File: src/rtl/remap_decoder.sv
module remap_decoder #(
  parameter logic [31:0] FLASH_BASE = 32'h0800_0000,
  parameter int          FLASH_AW   = 20,
  parameter logic [31:0] SYSF_BASE  = 32'h1FFF_0000,
  parameter int          SYSF_AW    = 16,
  parameter logic [31:0] SRAM_BASE  = 32'h2000_0000,
  parameter int          SRAM_AW    = 17,
  parameter int          ALIAS_AW   = 27,
  parameter int          EXT_AW     = 28
) (
  input  logic        clk,
  input  logic        rst_n,
  input  logic [2:0]  boot_mode,
  input  logic        wr_en,
  input  logic [31:0] wr_data,
  output logic [31:0] rd_data,
  input  logic [31:0] addr,
  output logic [6:0]  region_sel,
  output logic [31:0] offset,
  output logic        dec_err
);
  localparam int NREG = 7;
  localparam int R_FB1 = 0, R_FB2 = 1, R_SYSF = 2, R_SRAM = 3,
                 R_NOR = 4, R_SDR1 = 5, R_SDR2 = 6;
  localparam logic [31:0] FLASH_SPAN = 32'd1 << (FLASH_AW + 1);
  localparam logic [31:0] SYSF_SPAN  = 32'd1 << SYSF_AW;
  localparam logic [31:0] SRAM_SPAN  = 32'd1 << SRAM_AW;
  localparam logic [31:0] FMASK  = (32'd1 << FLASH_AW) - 32'd1;
  localparam logic [31:0] SMASK  = SYSF_SPAN - 32'd1;
  localparam logic [31:0] RMASK  = SRAM_SPAN - 32'd1;
  localparam logic [31:0] XMASK  = (32'd1 << EXT_AW) - 32'd1;
  localparam logic [3:0]  W_LO_A = 4'h6, W_LO_B = 4'h7, W_HI_A = 4'hC, W_HI_B = 4'hD;

  logic [2:0] mode_q;
  logic       fb_q;
  logic       es_q;
  logic       boot_ok;
  logic [NREG-1:0] sel;
  logic [31:0] off;
  logic        hit;

  assign boot_ok = (boot_mode == 3'd0) || (boot_mode == 3'd1) || (boot_mode == 3'd3);

  always_ff @(posedge clk) begin
    if (!rst_n) begin
      mode_q <= boot_ok ? boot_mode : 3'd0;
      fb_q   <= 1'b0;
      es_q   <= 1'b0;
    end else if (wr_en) begin
      if (wr_data[2:0] <= 3'd4) mode_q <= wr_data[2:0];
      fb_q <= wr_data[8];
      if (!wr_data[11]) es_q <= wr_data[10];
    end
  end

  assign rd_data = {20'd0, 1'b0, es_q, 1'b0, fb_q, 5'd0, mode_q};

  always_comb begin
    sel = '0;
    off = '0;
    hit = 1'b0;
    if ((addr >> ALIAS_AW) == 32'd0) begin
      unique case (mode_q)
        3'd0: if (addr < FLASH_SPAN) begin
          hit = 1'b1;
          sel[(addr[FLASH_AW] ^ fb_q) ? R_FB2 : R_FB1] = 1'b1;
          off = addr & FMASK;
        end
        3'd1: if (addr < SYSF_SPAN) begin
          hit = 1'b1; sel[R_SYSF] = 1'b1; off = addr;
        end
        3'd2: begin hit = 1'b1; sel[R_NOR] = 1'b1; off = addr; end
        3'd3: if (addr < SRAM_SPAN) begin
          hit = 1'b1; sel[R_SRAM] = 1'b1; off = addr;
        end
        3'd4: begin hit = 1'b1; sel[R_SDR1] = 1'b1; off = addr; end
        default: ;
      endcase
    end else if ((addr >> (FLASH_AW + 1)) == (FLASH_BASE >> (FLASH_AW + 1))) begin
      hit = 1'b1;
      sel[(addr[FLASH_AW] ^ fb_q) ? R_FB2 : R_FB1] = 1'b1;
      off = addr & FMASK;
    end else if ((addr >> SYSF_AW) == (SYSF_BASE >> SYSF_AW)) begin
      hit = 1'b1; sel[R_SYSF] = 1'b1; off = addr & SMASK;
    end else if ((addr >> SRAM_AW) == (SRAM_BASE >> SRAM_AW)) begin
      hit = 1'b1; sel[R_SRAM] = 1'b1; off = addr & RMASK;
    end else begin
      case (addr[31:28])
        W_LO_A: begin hit = 1'b1; sel[es_q ? R_SDR1 : R_NOR] = 1'b1; off = addr & XMASK; end
        W_LO_B: if (es_q) begin hit = 1'b1; sel[R_SDR2] = 1'b1; off = addr & XMASK; end
        W_HI_A: begin hit = 1'b1; sel[es_q ? R_NOR : R_SDR1] = 1'b1; off = addr & XMASK; end
        W_HI_B: if (!es_q) begin hit = 1'b1; sel[R_SDR2] = 1'b1; off = addr & XMASK; end
        default: ;
      endcase
    end
  end

  assign region_sel = sel;
  assign offset     = off;
  assign dec_err    = !hit;

  p_boot_legal_r1: assert property (@(posedge clk) disable iff (!rst_n)
    $rose(rst_n) |-> (rd_data[2:0] == 3'd0 || rd_data[2:0] == 3'd1 || rd_data[2:0] == 3'd3));

  p_rsv_mode_kept_r3: assert property (@(posedge clk) disable iff (!rst_n)
    (wr_en && wr_data[2:0] > 3'd4) |=> rd_data[2:0] == $past(rd_data[2:0]));

  p_rsv_swap_kept_r3: assert property (@(posedge clk) disable iff (!rst_n)
    (wr_en && wr_data[11]) |=> rd_data[11:10] == $past(rd_data[11:10]));

  p_legal_mode_lands_r9: assert property (@(posedge clk) disable iff (!rst_n)
    (wr_en && wr_data[2:0] <= 3'd4) |=> rd_data[2:0] == $past(wr_data[2:0]));

  p_alias_nor_r4: assert property (@(posedge clk) disable iff (!rst_n)
    (addr == 32'd0 && rd_data[2:0] == 3'd2) |-> region_sel[R_NOR]);

  p_flash_home_r5: assert property (@(posedge clk) disable iff (!rst_n)
    ((addr >> (FLASH_AW + 1)) == (FLASH_BASE >> (FLASH_AW + 1))) |-> (region_sel[R_FB1] ^ region_sel[R_FB2]));

  p_ext_gap_r6: assert property (@(posedge clk) disable iff (!rst_n)
    (addr[31:28] == W_LO_B && !rd_data[10]) |-> dec_err);

  p_sel_vs_err_r8: assert property (@(posedge clk) disable iff (!rst_n)
    $onehot0(region_sel) && (dec_err == (region_sel == '0)) && (!dec_err || offset == 32'd0));
endmodule

File: config.mk
export PLATFORM = sky130hd
export DESIGN_NAME = remap_decoder
export DESIGN_NICKNAME = d
export VERILOG_FILES = /design/src/rtl/remap_decoder.sv
export SDC_FILE = /design/constraint.sdc
export NUM_CORES = 1
export LEC_CHECK = 0
export BUFFER_PORTS_ARGS = -buffer_cell sky130_fd_sc_hd__buf_2
export CAP_MARGIN = 25
export CORE_ASPECT_RATIO = 1.1
export CORE_MARGIN = 2
export CORE_UTILIZATION = 36
export CTS_CLUSTER_SIZE = 12
export DETAILED_ROUTE_END_ITERATION = 16
export PLACE_DENSITY_LB_ADDON = 0.1
export RECOVER_POWER = 100
export SLEW_MARGIN = 10
export SYNTH_ARGS = -nofsm -noshare
export SYNTH_HDL_FRONTEND = slang
export SYNTH_SLANG_ARGS = --single-unit
File: constraint.sdc
create_clock -name clk -period 3.55 [get_ports clk]
set_clock_uncertainty 0.15 [all_clocks]
set_input_delay 0.71 -clock clk [delete_from_list [all_inputs] [get_ports clk]]
set_output_delay 0.71 -clock clk [all_outputs]
set_load 0.01 [all_outputs]
Yosys cells after proc, flatten, opt, wreduce, memory -nomap -nowiden. Index checks and enable logic that the tools add are counted.

Eq/ne operators: 15. Mux-type cells: 52. Reduce and logical (&&, ||, !) cells: 13. Add/sub/neg operators: 0. $lt $le $gt $ge: 10. Bitwise operators: 2. Multiply operators: 0. Div/mod/pow operators: 0. Shift operators: 0.

Operator list (count): 2-to-1 mux 28 bit (5); case mux 32 bit (4 select lines) (1); 2-to-1 mux 32 bit (3); case mux 28 bit (3 select lines) (1); logical NOT 32 bit (1); < comparator 32 x 17 -> 1 bit, second input constant (1); < comparator 32 x 18 -> 1 bit, second input constant (1); < comparator 32 x 22 -> 1 bit, second input constant (1); 2-to-1 mux 7 bit (3); 2-to-1 mux 20 bit (1); 2-to-1 mux 1 bit (18); 2-to-1 mux 3 bit (6); == test 16 x 13 -> 1 bit, second input constant (1); == test 15 x 13 -> 1 bit, second input constant (1); case mux 6 bit (2 select lines) (1); == test 11 x 7 -> 1 bit, second input constant (1); demux 1 bit (select 3 bit) (3); == test 3 x 2 -> 1 bit, second input constant (3); == test 4 x 3 -> 1 bit, second input constant (2); == test 4 bit, second input constant (2); < comparator 3 x 4 -> 1 bit, second input constant (2); case mux 1 bit (2 select lines) (4); case mux 1 bit (4 select lines) (2); == test 3 x 1 -> 1 bit, second input constant (2); 17 further kinds (26).

Memories kept: 0. Memory bits (writable): 0. Flip-flop bits (word level): 5. ROM bits: 0. Bits in latches: 0.

Longest topological paths before layout.
Depth after elaboration: 10. Gate-level depth with buffers: 6. Gate-level depth less buffers: 4.

Least setup slack after synthesis. Ideal clock, no wire load.

Path type: input-to-output. From: input addr[18]. To: output offset[18]. Setup slack: 446 ps. Arrival time: 2244 ps. Stages: 5. Cells stage by stage: or4_4 o41ai_4 a21boi_4 buf_6 nor3b_1.

Cells in the longest elaborated chain, start to end: 6. Elaborated cells between the ends (all ways): 16. Classes of those cells: order compare (3); eq/ne (2); mux (11).

Ends and longest elaborated chain: start, declared (line 17) `input logic [31:0] addr,`; branches (longest 5 deep; another with < comparator 32 x 18 -> 1 bit); 2-to-1 mux 32 bit * (line 62) `if ((addr >> ALIAS_AW) == 32'd0) begin`; end, declared (line 19) `output logic [31:0] offset,`.

Every way passes the cells marked *.

Worst setup path after layout.
From: input addr[21]. To: output offset[25].

Cells in the longest elaborated chain, start to end: 5. Elaborated cells between the ends (all ways): 12. Classes of those cells: order compare (2); eq/ne (3); mux (7).

Ends and longest elaborated chain (line): branches (longest 4 deep; another with < comparator 32 x 18 -> 1 bit); 2-to-1 mux 32 bit * (62).

Marked as above.

==> results.md <==
* Critical-path top delay cell: or4_1
* Worst min path class: flop to flop
* RSZ-0062 raised after global routing: false
* Post-Route WL at about 3.5 mm
* Post-synthesis register bit count at 5
* MaxCap Viol Count at 0
* Hold Crit Start: fb_q$_SDFFE_PN0P_
* Worst Setup Start Kind: primary input
* Number of cell rows at 23
* CTS tree: built
* Crit path buffers/inverters at 2
* Setup TNS at 0 ps
* Tot GR Track Use at 0.161
* Port bufs at 84
* Layout cells sized above 1 at 0.298
* Synth Warn # at 0
* Die X at 62.3 µm
* Die ar. at 4250 µm²
* Root Buffer: clkbuf_8
* Io pins at ~140
* CP Max Fanout at 8
* Initial antenna violation count at 0
* Clock Latency Late Sink at 220 ps
* Crit end category: primary output
* CP max stage delay at 640 ps
* Number of buffers created by CTS at 3
* First DRT Iteration DRCs at 30
* FF-to-FF setup slack at 2680 ps
* HPWL after DPL at 2.88 mm
* Post-CTS Repair Setup Buffers at 0
* Post-synthesis sequential area ratio at 0.0966
* Worst slew margin at 0.515
* Req. time, crit path at between 2000 and 3000 ps
* Die Y at 68.2 µm
* Vias in the first global route at 1288
* RD Place Congestion at 0.881
* H-tree depth at 1
* Final Cycle Share at 0.942
* CTS Hold Bufs at 0
* Yosys cell types at between 40 and 50
* Pwr dens at 207 nW/µm²
* Final hold violations at 0
* CTS sink count at 5
* Clk buf depth at 2
* Critical path class: primary input to primary output
* Delay-heaviest family, CP: simple AND/OR/NAND/NOR gates
* Number of antenna diodes at 0
* Post-synth EDFFs at 3
* Power, Total at 0.338 mW
* Final-report max-slew violation count at 0
* P_leak at 0.784 nW
* Area growth syn-to-layout at 21.3%
* Core area at roughly 3600 µm²
* Drt via density at about 4.7
* Fmax at ~300 MHz
* Prevailing post-synth register cell: edfxtp_1
* DRC Markers at 0
* Mapped Cells at 173
* Dominant cells by area after synthesis: buf_4, a211oi_2, edfxtp_1
* WHS Path Cells at 2
* Crit path DAT at around 2500 ps
* Yosys top cell area share at 0.184
* Post-synth top area cell: buf_4
* Reg2reg start: es_q$_SDFFE_PN0P_
* Worst-path cell chain: buf_2 > or4_1 > nor3_1 > nand4_1 > a21boi_0 > clkbuf_1
* First-pass GRT wire length at 5.66 mm
* Largest net degree at the start of global routing at 20
* Syn avg cell area at 7.79 µm²
* Initial core utilization at 0.372
* Worst-margin pin slew at a little over 700 ps
* Final min period at 3350 ps
* RR Endpoint: es_q$_SDFFE_PN0P_
* Post-cts resize count at 0
* Drt wl/cell at 11.7 µm
* Worst Setup SP: addr[21]
* Synth async-reset ratio at 0
* Routed Antenna Nets at 0
* First-pass DRT Iterations at 4
* Post-synthesis cell area at 1350 µm²
* Worst-case vdd ir drop at 0.192 mV
* Setup violators final at 0
* CTS clk-pin slew, worst paths at 40 ps
* Status: finished, final reports clean
* Via count at 1424
* Final-stage net count at 323
* Worst Reg-to-Reg Cells at 2
* Grt total ovfl at 0
* Worst hold endpoint: fb_q$_SDFFE_PN0P_
Yosys cell counts, types with 2 or more instances:
cell type	number
nor2_1	6
nand2b_1	5
a211oi_1	8
buf_4	33
o22ai_1	3
nand4_1	5
xnor2_1	2
nor3_1	2
nor2b_1	6
nor3b_1	3
a21boi_0	8
o21ai_0	6
a31oi_1	3
nand2_1	9
clkbuf_1	3
edfxtp_1	3
mux2i_1	4
dfxtp_1	2
nor4_1	3
a21o_1	2
or4_4	2
inv_1	20
a211oi_2	9
buf_6	3
state kept, by name, summed over array words and instances, names as in the netlist:
signal	flops
fb_q	1
es_q	1
mode_q	3
worst max-delay path by stage:
stage	to	slack, ps	cells past startpoint
floorplan	offset[18]	450	5
global placement	offset[1]	190	6
detailed placement	offset[1]	170	6
CTS	offset[1]	160	6
global route	offset[17]	40	7
finish	offset[25]	200	6
power by group:
part | leakage (nW) | internal, mW | switching [mW]
combinational | 0.714 | 0.0601 | 0.0924
clock | 0.0228 | 0.0771 | 0.0281
sequential | 0.0470 | 0.0681 | 0.0118
area by class of cell:
class | instances | area [µm²]
clock buffers | 4 | 45.0
fillers | 428 | 1990
inverters | 20 | 75.1
multi-input cells | 138 | 932
flip-flops and latches | 5 | 130
well taps | 50 | 62.6
repair buffers | 85 | 389
per-layer routing:
| metal | wire length [µm] | track usage | vias up |
|---|---|---|---|
| met2 | 1760 | 0.307 | 76 |
| met5 | 0 | 0 | - |
| met1 | 1460 | 0.187 | 628 |
| met3 | 290 | 0.0247 | 5 |
| li1 | - | - | 715 |
| met4 | 35 | 0.0556 | 0 |
logic make-up (layout without fill, tap and decap cells):
kind of cell,after synthesis,count (layout),synth area share
buffers and inverters,60,109,0.277
and+or+nand+nor,53,53,0.263
AOI/OAI and AO/OA,48,48,0.318
DFF,5,5,0.0966
muxes,4,4,0.0297
xor gates and xnor gates,2,2,0.0130
other,1,31,0.00278
cell usage in the layout, fill, tap and decap left out, types with 4 or more instances in the layout:
cell	count
buf_2	53
clkbuf_1	32
conb_1	31
inv_1	20
a211oi_1	12
nand2_1	9
a21boi_0	8
nor2b_1	6
nor2_1	6
o21ai_0	6
nand2b_1	5
nand4_1	5
a211oi_2	5
mux2i_1	4
through the flow:
stage	cell area [µm²]	instances	hold slack, ps	setup WS (ps)	utilization
6_report	1630	302	404	205	0.451
4_1_cts	1700	302	411	161	0.468
5_1_grt	1630	302	462	40.2	0.451
2_1_floorplan	1460	203	371	446	-
3_5_place_dp	1650	298	404	168	0.456
3_3_place_gp	1650	298	416	186	0.456
worst min-delay path, stage by stage (launching register included):
cell	delay (ps)
dfxtp_1	320
mux2i_1	120
nor2b_1	60
No activity file was read; power rests on OpenSTA's default activity.
